===== src/rtl/bdp_pkg.sv =====
package bdp_pkg;
    typedef enum logic [2:0] {
        MODE_NEVER   = 3'd0,
        MODE_SIGN    = 3'd1,
        MODE_HINT    = 3'd2,
        MODE_LAST    = 3'd3,
        MODE_COUNTER = 3'd4
    } bdp_mode_e;

    localparam logic [1:0] CTR_MAX   = 2'd3;
    localparam logic [1:0] CTR_MIN   = 2'd0;
    localparam logic [1:0] CTR_RESET = 2'd1;
endpackage


===== src/rtl/bdp_bit_table.sv =====
module bdp_bit_table #(
    parameter int IDX_BITS = 6,
    localparam int ENTRIES = 1 << IDX_BITS
) (
    input  logic                clk,
    input  logic                rst_n,
    input  logic [IDX_BITS-1:0] rd_idx,
    output logic                rd_bit,
    input  logic                wr_en,
    input  logic [IDX_BITS-1:0] wr_idx,
    input  logic                wr_bit
);
    typedef struct packed {
        logic [ENTRIES-1:0] bits;
    } state_t;

    state_t st_d, st_q;

    always_comb begin
        st_d = st_q;
        if (wr_en) st_d.bits[wr_idx] = wr_bit;
    end

    always_ff @(posedge clk) begin
        if (!rst_n) st_q <= '0;
        else        st_q <= st_d;
    end

    assign rd_bit = st_q.bits[rd_idx];

    AST_BIT_WRITE: assert property (@(posedge clk) disable iff (!rst_n)
        wr_en |=> st_q.bits[$past(wr_idx)] == $past(wr_bit));
    AST_BIT_HOLD: assert property (@(posedge clk) disable iff (!rst_n)
        !wr_en |=> $stable(st_q.bits));
endmodule


===== src/rtl/bdp_ctr_table.sv =====
module bdp_ctr_table
    import bdp_pkg::*;
#(
    parameter int IDX_BITS = 6,
    localparam int ENTRIES = 1 << IDX_BITS
) (
    input  logic                clk,
    input  logic                rst_n,
    input  logic [IDX_BITS-1:0] rd_idx,
    output logic [1:0]          rd_ctr,
    input  logic                wr_en,
    input  logic [IDX_BITS-1:0] wr_idx,
    input  logic                wr_up
);
    typedef struct packed {
        logic [ENTRIES-1:0][1:0] ctr;
    } state_t;

    state_t     st_d, st_q;
    logic [1:0] cur;

    always_comb begin
        st_d = st_q;
        cur  = st_q.ctr[wr_idx];
        if (wr_en) begin
            if (wr_up && cur != CTR_MAX)
                st_d.ctr[wr_idx] = cur + 2'd1;
            else if (!wr_up && cur != CTR_MIN)
                st_d.ctr[wr_idx] = cur - 2'd1;
        end
    end

    always_ff @(posedge clk) begin
        if (!rst_n) st_q <= {ENTRIES{CTR_RESET}};
        else        st_q <= st_d;
    end

    assign rd_ctr = st_q.ctr[rd_idx];

    AST_CTR_UP_SAT: assert property (@(posedge clk) disable iff (!rst_n)
        (wr_en && wr_up && st_q.ctr[wr_idx] == CTR_MAX)
        |=> st_q.ctr[$past(wr_idx)] == CTR_MAX);
    AST_CTR_DN_SAT: assert property (@(posedge clk) disable iff (!rst_n)
        (wr_en && !wr_up && st_q.ctr[wr_idx] == CTR_MIN)
        |=> st_q.ctr[$past(wr_idx)] == CTR_MIN);
    AST_CTR_HOLD: assert property (@(posedge clk) disable iff (!rst_n)
        !wr_en |=> $stable(st_q.ctr));
endmodule


===== src/rtl/bdp_select.sv =====
module bdp_select
    import bdp_pkg::*;
(
    input  logic [2:0] mode,
    input  logic       q_valid,
    input  logic       disp_sign,
    input  logic       hint,
    input  logic       last_bit,
    input  logic [1:0] ctr,
    output logic       taken
);
    logic raw;

    always_comb begin
        case (bdp_mode_e'(mode))
            MODE_SIGN:    raw = disp_sign;
            MODE_HINT:    raw = hint;
            MODE_LAST:    raw = last_bit;
            MODE_COUNTER: raw = ctr[1];
            default:      raw = 1'b0;
        endcase
        taken = q_valid & raw;
    end

    always_comb begin
        if (!q_valid) AST_IDLE_LOW: assert (!taken);
    end
endmodule


===== src/rtl/branch_dir_predictor.sv =====
module branch_dir_predictor #(
    parameter int IDX_BITS = 6
) (
    input  logic        clk,
    input  logic        rst_n,
    input  logic [2:0]  mode,
    input  logic        q_valid,
    input  logic [31:0] q_pc,
    input  logic [31:0] q_disp,
    input  logic        q_hint,
    output logic        pred_taken,
    input  logic        upd_valid,
    input  logic [31:0] upd_pc,
    input  logic        upd_taken
);
    localparam int IDX_LO = 2;
    localparam int IDX_HI = IDX_BITS + 1;

    logic [IDX_BITS-1:0] rd_idx, wr_idx;
    logic                last_bit;
    logic [1:0]          ctr;

    assign rd_idx = q_pc[IDX_HI:IDX_LO];
    assign wr_idx = upd_pc[IDX_HI:IDX_LO];

    bdp_bit_table #(.IDX_BITS(IDX_BITS)) u_last (
        .clk(clk), .rst_n(rst_n),
        .rd_idx(rd_idx), .rd_bit(last_bit),
        .wr_en(upd_valid), .wr_idx(wr_idx), .wr_bit(upd_taken)
    );

    bdp_ctr_table #(.IDX_BITS(IDX_BITS)) u_ctr (
        .clk(clk), .rst_n(rst_n),
        .rd_idx(rd_idx), .rd_ctr(ctr),
        .wr_en(upd_valid), .wr_idx(wr_idx), .wr_up(upd_taken)
    );

    bdp_select u_sel (
        .mode(mode), .q_valid(q_valid), .disp_sign(q_disp[31]),
        .hint(q_hint), .last_bit(last_bit), .ctr(ctr), .taken(pred_taken)
    );

    AST_NEVER_MODE: assert property (@(posedge clk) disable iff (!rst_n)
        (mode == 3'd0) |-> !pred_taken);
    AST_HINT_MODE: assert property (@(posedge clk) disable iff (!rst_n)
        (mode == 3'd2 && q_valid) |-> pred_taken == q_hint);
    AST_SIGN_MODE: assert property (@(posedge clk) disable iff (!rst_n)
        (mode == 3'd1 && q_valid) |-> pred_taken == q_disp[31]);
    AST_LAST_LEARN: assert property (@(posedge clk) disable iff (!rst_n)
        (upd_valid && mode == 3'd3) ##1 (mode == 3'd3 && q_valid && q_pc == $past(upd_pc))
        |-> pred_taken == $past(upd_taken));
endmodule


===== config.mk =====
export PLATFORM = sky130hd
export DESIGN_NAME = branch_dir_predictor
export DESIGN_NICKNAME = d
export VERILOG_FILES = /design/src/rtl/bdp_pkg.sv /design/src/rtl/bdp_bit_table.sv /design/src/rtl/bdp_ctr_table.sv /design/src/rtl/bdp_select.sv /design/src/rtl/branch_dir_predictor.sv
export SDC_FILE = /design/constraint.sdc
export NUM_CORES = 1
export LEC_CHECK = 0
export BUFFER_PORTS_ARGS = -buffer_cell sky130_fd_sc_hd__clkbuf_2
export CAP_MARGIN = 0
export CORE_MARGIN = 2
export CORE_UTILIZATION = 59
export DETAILED_ROUTE_END_ITERATION = 7
export GPL_TIMING_DRIVEN = 0
export HOLD_SLACK_MARGIN = 0.1
export PLACE_DENSITY_LB_ADDON = 0.05
export SLEW_MARGIN = 20
export SYNTH_ARGS = -nofsm -noshare
export SYNTH_HDL_FRONTEND = slang
export SYNTH_SLANG_ARGS = --single-unit

===== constraint.sdc =====
create_clock -name clk -period 6.05 [get_ports clk]
set_input_delay 1.815 -clock clk [delete_from_list [all_inputs] [get_ports clk]]
set_output_delay 1.815 -clock clk [all_outputs]
set_load 0.02 [all_outputs]

==> results of run 1 <==
[final cells by class]
| class | instances | area [um2] | share of cell area, % |
|---|---|---|---|
| multi-input cells | 836 | 5800 | 52.1 |
| flip-flops and latches | 192 | 3840 | 34.5 |
| plain buffers | 112 | 513 | 4.61 |
| clock buffers | 20 | 447 | 4.01 |
| well taps | 220 | 275 | 2.47 |
| clock inverters | 12 | 156 | 1.40 |
| repair buffers | 18 | 90.1 | 0.809 |
| inverters | 2 | 7.51 | 0.0674 |
[through the flow]
step	std cells	setup TNS (ps)	hold WS (ps)	cell area, um2	utilization [%]
after floorplan	1142	0	438	10100	-
after global placement	1380	-14130	449	10500	62.9
after detailed placement	1380	-1900	459	10500	63.0
after CTS	1412	0	478	11100	66.6
after global routing	1412	0	491	11100	66.7
final	1412	0	475	11100	66.7
[critical path: cells and delay by family]
kind | cells | cell delay (ps)
and+or+nand+nor | 4 | 1170
adders and majority gates | 1 | 210
AOI/OAI and AO/OA | 4 | 830
buffers and inverters | 5 | 1740
muxes | 1 | 420
[routing by layer]
| layer | track usage [%] | vias to the layer above | share of wire (%) |
|---|---|---|---|
| met3 | 12.8 | 182 | 13 |
| met2 | 60.6 | 718 | 41 |
| met1 | 57.2 | 4659 | 39 |
| li1 | - | 4262 | - |
| met5 | 0 | - | 0 |
| met4 | 25.8 | 0 | 7.0 |
[repair_timing]
item / 4_1_cts / 5_1_grt
setup endpoints to repair: 1 / 4
cloned: 0 / 0
resized for setup: 2 / 5
hold buffers: 0 / 0
[power by group]
group / leakage, nW / total (mW) / internal (mW) / switching (mW)
clock network: 0.295 / 1.20 / 0.664 / 0.532
logic: 2.16 / 0.391 / 0.0996 / 0.291
registers: 1.55 / 1.27 / 1.27 / 0.00454
[Yosys cell counts (3+ instances only)]
library cell | count | area, um2
a211oi_1 | 3 | 22.5
a21boi_0 | 121 | 908
a21o_1 | 3 | 22.5
a21oi_1 | 12 | 60.1
a221oi_1 | 9 | 78.8
a22o_1 | 4 | 35.0
a22oi_1 | 8 | 60.1
a2bb2oi_1 | 4 | 35.0
a31oi_1 | 4 | 25.0
and3_1 | 3 | 18.8
buf_1 | 6 | 22.5
buf_2 | 28 | 140
buf_4 | 3 | 22.5
buf_6 | 5 | 56.3
clkbuf_1 | 69 | 259
dfxtp_1 | 192 | 3840
mux2_2 | 8 | 90.1
mux2i_1 | 30 | 300
mux4_2 | 40 | 901
nand2_1 | 177 | 664
nand2b_1 | 8 | 50.1
nand3_1 | 133 | 666
nand3b_1 | 8 | 60.1
nand4_1 | 4 | 25.0
nor2_1 | 32 | 120
nor2b_1 | 15 | 93.8
nor3_1 | 9 | 45.0
nor3b_1 | 6 | 45.0
nor4_1 | 4 | 25.0
o211ai_1 | 17 | 128
o211ai_2 | 40 | 500
o21ai_0 | 93 | 465
o22ai_1 | 4 | 25.0
o311ai_1 | 9 | 78.8
or2_2 | 4 | 25.0
or3_1 | 4 | 25.0
or3b_2 | 3 | 26.3
[worst paths after layout]
path | start | end | slack, ps
worst max-delay path | upd_pc[2] | flop | 150
worst min-delay path | flop | flop | 480
worst max register to register | flop | flop | 2020
worst min register to register | flop | flop | 480
[cells by family after synthesis]
kind of cell / after synthesis / share of synthesized area [%]
compound gates: 340 / 24.9
xor+xnor: 2 / 0.173
fa+ha+maj: 2 / 0.247
buf+inv: 114 / 5.06
flops: 192 / 37.9
mux: 79 / 12.8
simple gates: 413 / 18.8
[placed cells by master (no fill, tap or decap), types with 4 or more instances in the layout]
cell type	Yosys	layout
dfxtp_1	192	192
clkbuf_2	1	20
nor2b_1	15	15
or3_1	4	4
nor3_1	9	8
o311ai_1	9	9
o22ai_1	4	4
buf_1	6	5
nand4_1	4	4
a2bb2oi_1	4	4
mux2i_1	30	30
nor3b_1	6	5
clkbuf_16	0	17
nand3_1	133	133
a21oi_1	12	12
nand3b_1	8	8
a221oi_1	9	9
o21ai_0	93	93
clkbuf_1	69	70
buf_4	3	4
buf_6	5	5
nand2_1	177	177
nor4_1	4	4
or2_2	4	4
nor2_1	32	30
nand2b_1	8	8
buf_2	28	27
a22oi_1	8	8
mux4_2	40	40
mux2_2	8	8
a31oi_1	4	4
a22o_1	4	4
a21boi_0	121	121
o211ai_2	40	40
o211ai_1	17	17
==> impl_metrics.yaml, run 1 <==
worst_hold_path:
  hold_path_class: "reg2reg"
  whs_path_depth: 2
global_routing:
  grt_pass1_wl_mm: 57.2
  grt_max_degree: 17
  grtUsageTotal_pct: 42.7
  antenna_found_initial: 0
  grt-ovfl-total: 0
  grt_pass1_vias: 9270
sta:
  worstMarginPinSlew_ps: 1220
  min_period_ps: 5900
  period_share_pct: 97.5
  setup_viol: 0
  finClkSkew_ps: 9.75
  rsz0062_at_grt: "no"
  finalHoldViolCount: 0
  max_freq_mhz: 170
  slew_headroom_pct: 18.8
  maxSlewViolCount: 0
  layout_setup_ws_ps: 151
route:
  via_per_inst: 6.96
  ant_nets: 0
  drt_iter0_drc: 1591
  routedWlPerCell_um: 27.0
  routed_wl_mm: 38.2
  drc: 0
  drt_first_pass_iters: 8
  vias: 9821
pwr:
  power_leakage_nw: 4.01
  finalPower_mw: 2.86
  ir_drop_mv: 0.282
  p_per_area_nw_per_um2: 257
placement:
  hpwl_mm: 25.8
  io_buffers: 18
  pre_cts_slack_ps: -262
  gp_congestion: 1.05
floorplan:
  dieArea_um2: 18200
  coreArea_um2: 16700
  ioPinCount: 106
  die_w_um: 135
  die_h_um: 135
  rows: 47
  start_util_pct: 60.7
synth:
  synth_ff_type: "dfxtp_1"
  yosysSeqAreaShare_pct: 37.9
  synth-edff-count: 0
  synth_nets: 1249
  netlist-cell-type-count: 52
  syn_inst: 1142
  synth_area_per_cell_um2: 8.88
  yosys_warnings: 0
  async_flop_share_pct: 0
  ys_ff_latch: 192
  syn-cell-area_um2: 10100
clock_network:
  clk_path_buf_depth: 2
  htree_num_levels: 4
  cts_root_buf: "clkbuf_16"
  cts.sinks: 192
  cts_buffers: 17
  post-cts-setup-buffer-count: 0
  clkTransAtPathRegs_ps: 70
  cts_tree: "done"
  clk_latency_ps: 460
critical_path:
  endpoint_kind: "flop"
  cp_max_fo: 10
  cpMaxStageDelayCell: "nor2_1"
  slowest_delay_ps: 550
  crit_chain: "buf_2 > buf_4 > buf_2 > clkbuf_1 > o21ai_0 > a221oi_1 > o22ai_1 > or3_1 > ha_1 > mux2_2 > nor2_1 > buf_2 > nand2_1 > nand2_1 > o211ai_2"
  start_kind: "primary input"
  worst-setup-path-type: "in2reg"
  r2r_cells: 13
  path_common_cell: "buf_2"
  critical_path_required_ps: 6360
  crit_arrival_ps: 6210
run:
  maxCapViolations: 0
final_layout:
  insertedDiodeCount: 0
  layout.nets: 1286
  fillerInstances: 1435
  drive_gt1_share_pct: 15.7
  syn2layout_area_growth_pct: 9.85
status:
  status: "finished clean"
Note: power is estimated with default switching activity, not from simulation.
==> inputs of run 2 (changes only) <==
--- a/config.mk
+++ b/config.mk
@@ -8,7 +8,7 @@
 export BUFFER_PORTS_ARGS = -buffer_cell sky130_fd_sc_hd__clkbuf_2
 export CAP_MARGIN = 0
 export CORE_MARGIN = 2
-export CORE_UTILIZATION = 59
+export CORE_UTILIZATION = 60
 export DETAILED_ROUTE_END_ITERATION = 7
 export GPL_TIMING_DRIVEN = 0
 export HOLD_SLACK_MARGIN = 0.1
==> constraint.sdc (replaced) <==
create_clock -name clk -period 7.02 [get_ports clk]
set_input_delay 2.106 -clock clk [delete_from_list [all_inputs] [get_ports clk]]
set_output_delay 2.106 -clock clk [all_outputs]
set_load 0.02 [all_outputs]
==> run 2 against run 1 <==
Flip-flop and latch count stayed put. Combinational power down 15%. Sequential share of layout area is 0.062 points higher. Register-to-register slack improved by 870 ps. Non-clock buffer count is the same. Total power fell by 14%. Core utilization increased by 0.59 points. Design area fell by 0.18%. Clock-buffer cell count stayed put. Setup slack lost 100 ps. Clock power fell by 15%. Highest routed layer is now met5.
==> impl_metrics.yaml, run 2 (synthesis results as in run 1) <==
sta:
  period_share_pct: 99.3
  min_period_ps: 6970
  worstMarginPinSlew_ps: 1140
  whs_ps: 472
  setup_viol: 0
  finalHoldViolCount: 0
  finClkSkew_ps: 11.0
  maxSlewViolCount: 0
  fin_tns_setup_ps: 0
  layout_setup_ws_ps: 51.3
  max_freq_mhz: 143
  rsz0062_at_grt: "no"
  slew_headroom_pct: 24.2
critical_path:
  crit_family: "buffers and inverters"
  slowest_delay_ps: 730
  cpMaxStageDelayCell: "buf_1"
  crit_chain: "clkbuf_1 > buf_1 > mux4_2 > nor3b_1 > nor4_1 > nand4_1 > nand2_1 > o311a_1 > clkbuf_2"
  critical_path_required_ps: 4910
  crit_arrival_ps: 4860
  start_kind: "primary input"
  endpoint_kind: "primary output"
  cp_max_fo: 10
  cp_num_buf_inv: 3
  worst-setup-path-type: "in2out"
global_routing:
  grt_max_degree: 18
  grt_pass1_wl_mm: 56.0
  grt-ovfl-total: 0
  grtUsageTotal_pct: 42.1
  grt_pass1_vias: 9266
  antenna_found_initial: 0
  grtUsageMet1_pct: 55.3
  grtUsageMet2_pct: 62.0
  busiest_layer: "met2"
  globalRouteMet3Util_pct: 12.4
floorplan:
  rows: 47
  ioPinCount: 106
  coreArea_um2: 16500
  dieArea_um2: 18000
  die_w_um: 134
  die_h_um: 134
  start_util_pct: 61.4
clock_network:
  cts_tree: "done"
  clkTransAtPathRegs_ps: 70
  cts_root_buf: "clkbuf_16"
  ctsHoldBuffers: 0
  clk_latency_ps: 460
  cts.sinks: 192
  cts_resized: 0
  clk_path_buf_depth: 2
  post-cts-setup-buffer-count: 0
  htree_num_levels: 4
  cts_buffers: 17
route:
  drc: 0
  drt_first_pass_iters: 6
  drt_iter0_drc: 1455
  routed_wl_mm: 37.3
  vias: 9819
  ant_nets: 0
  via_per_inst: 6.95
  routedWlPerCell_um: 26.4
run:
  maxCapViolations: 0
final_layout:
  fin_cells: 1412
  layout.nets: 1286
  syn2layout_area_growth_pct: 9.65
  insertedDiodeCount: 0
  multiInputGateArea_um2: 5800
  stdcell_area_um2: 11100
  utilization_pct: 67.3
  final_common_cell: "dfxtp_1"
  seqCellArea_um2: 3840
  final_cell_mix: "dfxtp_1, nand2_1, nand3_1"
  fillerInstances: 1410
  drive_gt1_share_pct: 15.4
worst_hold_path:
  hold_path_class: "reg2reg"
pwr:
  power_leakage_nw: 3.99
  ir_drop_mv: 0.196
  finalPower_mw: 2.45
  p_per_area_nw_per_um2: 220
placement:
  io_buffers: 18
  pre_cts_slack_ps: 168
  gp_congestion: 1.02
  dp_cells: 1380
  placed_cell_area_um2: 10500
  hpwl_mm: 25.5
status:
  status: "finished clean"
[run 2: cell types whose count changed in the layout (fill, tap and decap cells not counted), moves of 2 or more]
cell	delta
clkinvlp_4	+2
inv_8	+2
nor2_2	-2
nor2_1	+2
clkinv_2	-3
[run 2: layout make-up]
type / instances / area share (%)
plain buffers: 112 / 4.55
clock buffers: 20 / 4.02
clock inverters: 12 / 1.34
inverters: 2 / 0.0675
multi-input cells: 836 / 52.2
flip-flops and latches: 192 / 34.6
well taps: 220 / 2.48
repair buffers: 18 / 0.810
[run 2: layer usage]
metal	part of all wire [%]	up-vias
li1	-	4261
met1	38	4652
met2	43	732
met3	13	172
met4	6.0	2
met5	0.083	-
[run 2: path summary, 6_finish.rpt]
kind | startpoint | end | slack (ps) | cells past startpoint
worst max-delay path | q_pc[4] | pred_taken | 50 | 9
worst min-delay path | flop | flop | 470 | 2
worst max register to register | flop | flop | 2890 | 13
worst min register to register | flop | flop | 470 | 2
[run 2: worst reg2reg max path, delay by kind of cell, from the launching register on]
family	cells	cell delay, ps
flip-flops	1	320
multiplexers	3	1270
buffers and inverters	2	640
AND/OR/NAND/NOR	5	1150
adder cells (fa/ha/maj)	1	240
AO/OA/AOI/OAI	2	350
[run 2: report_power, final]
| group | total, mW | switching, mW | internal [mW] |
|---|---|---|---|
| sequential | 1.10 | 0.00389 | 1.09 |
| clock | 1.02 | 0.472 | 0.544 |
| combinational | 0.333 | 0.248 | 0.0853 |
==> inputs of run 3 (changes only) <==
--- a/config.mk
+++ b/config.mk
@@ -16,4 +16,5 @@
 export SLEW_MARGIN = 20
 export SYNTH_ARGS = -nofsm -noshare
 export SYNTH_HDL_FRONTEND = slang
+export SYNTH_HIERARCHICAL = 1
 export SYNTH_SLANG_ARGS = --single-unit
==> run 3 against run 2 <==
First-iteration DRC count shrank 3.2%. Synthesized cell count up 4.9%. Design area rose by 3.1%. Area after synthesis rose by 3.6%. Critical path type is now in2reg.
==> impl_metrics.yaml, run 3 <==
sta:
  finClkSkew_ps: 7.35
  finalHoldViolCount: 0
  slew_headroom_pct: 39.0
  worstMarginPinSlew_ps: 912
  setup_viol: 0
  fin_tns_setup_ps: 0
  period_share_pct: 97.4
  maxSlewViolCount: 0
  rsz0062_at_grt: "no"
  max_freq_mhz: 146
  min_period_ps: 6830
  whs_ps: 465
synth:
  syn_inst: 1198
  synth_area_per_cell_um2: 8.77
  syn-cell-area_um2: 10500
  yosys_warnings: 6
  synth_nets: 1305
pwr:
  p_per_area_nw_per_um2: 207
  power_leakage_nw: 4.16
  ir_drop_mv: 0.181
placement:
  gp_congestion: 0.992
  hpwl_mm: 23.8
  io_buffers: 19
status:
  status: "finished clean"
global_routing:
  grt-ovfl-total: 0
  grt_pass1_vias: 8787
  grt_pass1_wl_mm: 50.4
  grtUsageTotal_pct: 36.5
  antenna_found_initial: 0
  grt_max_degree: 17
critical_path:
  cp_max_fo: 10
  start_kind: "primary input"
  endpoint_kind: "flop"
  worst-setup-path-type: "in2reg"
  critical_path_required_ps: 7310
  rrSetupSlack_ps: 2280
  crit_arrival_ps: 7130
clock_network:
  clk_path_buf_depth: 2
  cts.sinks: 192
  cts_resized: 0
  clkTransAtPathRegs_ps: 70
  ctsHoldBuffers: 0
  htree_num_levels: 4
  cts_tree: "done"
  cts_buffers: 17
  cts_root_buf: "clkbuf_16"
  post-cts-setup-buffer-count: 0
  clk_latency_ps: 430
final_layout:
  layout.nets: 1343
  final_common_cell: "nand2_1"
  insertedDiodeCount: 0
  syn2layout_area_growth_pct: 9.16
  final_cell_mix: "nand2_1, dfxtp_1, o21ai_0"
  drive_gt1_share_pct: 11.5
worst_hold_path:
  hold_path_class: "reg2reg"
floorplan:
  ioPinCount: 106
  dieArea_um2: 18600
  rows: 48
  coreArea_um2: 17200
  start_util_pct: 61.1
  die_w_um: 136
  die_h_um: 136
run:
  maxCapViolations: 0
route:
  routed_wl_mm: 33.5
  via_per_inst: 6.59
  ant_nets: 0
  routedWlPerCell_um: 22.8
  vias: 9702
  drt_first_pass_iters: 8
  drc: 0
  drt_iter0_drc: 1409
-- run 3: worst max-delay path, cell delays in order --
cell	delay [ps]
clkbuf_2	150
buf_2	280
buf_2	410
mux4_2	360
mux2i_1	620
o22ai_1	230
or4b_1	520
ha_1	220
mux2i_1	210
clkbuf_1	370
nand4_1	790
clkbuf_1	510
o21ai_0	250
nand3_1	100
-- run 3: final timing paths --
kind,to,cells past startpoint,start
setup reg to reg,flop,11,flop
setup / recovery,flop,14,upd_pc[4]
hold / removal,u_last/st_q[1],2,u_last/st_q[1]
hold reg to reg,u_last/st_q[1],2,u_last/st_q[1]
-- run 3: cell type report --
type / count / area, um2
Tap cell: 225 / 282
Sequential cell: 192 / 3840
Multi-Input combinational cell: 880 / 6100
Buffer: 118 / 541
Clock inverter: 8 / 104
Clock buffer: 22 / 474
Timing Repair Buffer: 19 / 95.1
Inverter: 8 / 30.0
Fill cell: 1439 / 5710
-- run 3: layer usage --
metal | vias up | global-route usage [%] | share of wire (%) | wire length [um]
li1 | 4339 | - | - | -
met2 | 668 | 51.7 | 41 | 13900
met1 | 4605 | 53.0 | 43 | 14300
met3 | 90 | 8.46 | 12 | 4140
met5 | - | 0 | 0 | 0
met4 | 0 | 15.2 | 3.6 | 1190
-- run 3: power by group --
| part | switching, mW | internal (mW) |
|---|---|---|
| clock network | 0.420 | 0.552 |
| logic | 0.213 | 0.0857 |
| registers | 0.00380 | 1.09 |
| total | 0.637 | 1.73 |
-- run 3: metrics by stage --
step,area [um2],cells,setup slack [ps],power (mW),utilization [%]
after floorplan,10500,1198,1050,1.31,-
after global placement,10900,1442,18.7,1.41,63.3
after detailed placement,10900,1442,39.4,1.41,63.4
after CTS,11500,1472,486,2.37,66.7
after global routing,11500,1472,50.8,2.43,66.7
final,11500,1472,186,2.37,66.7
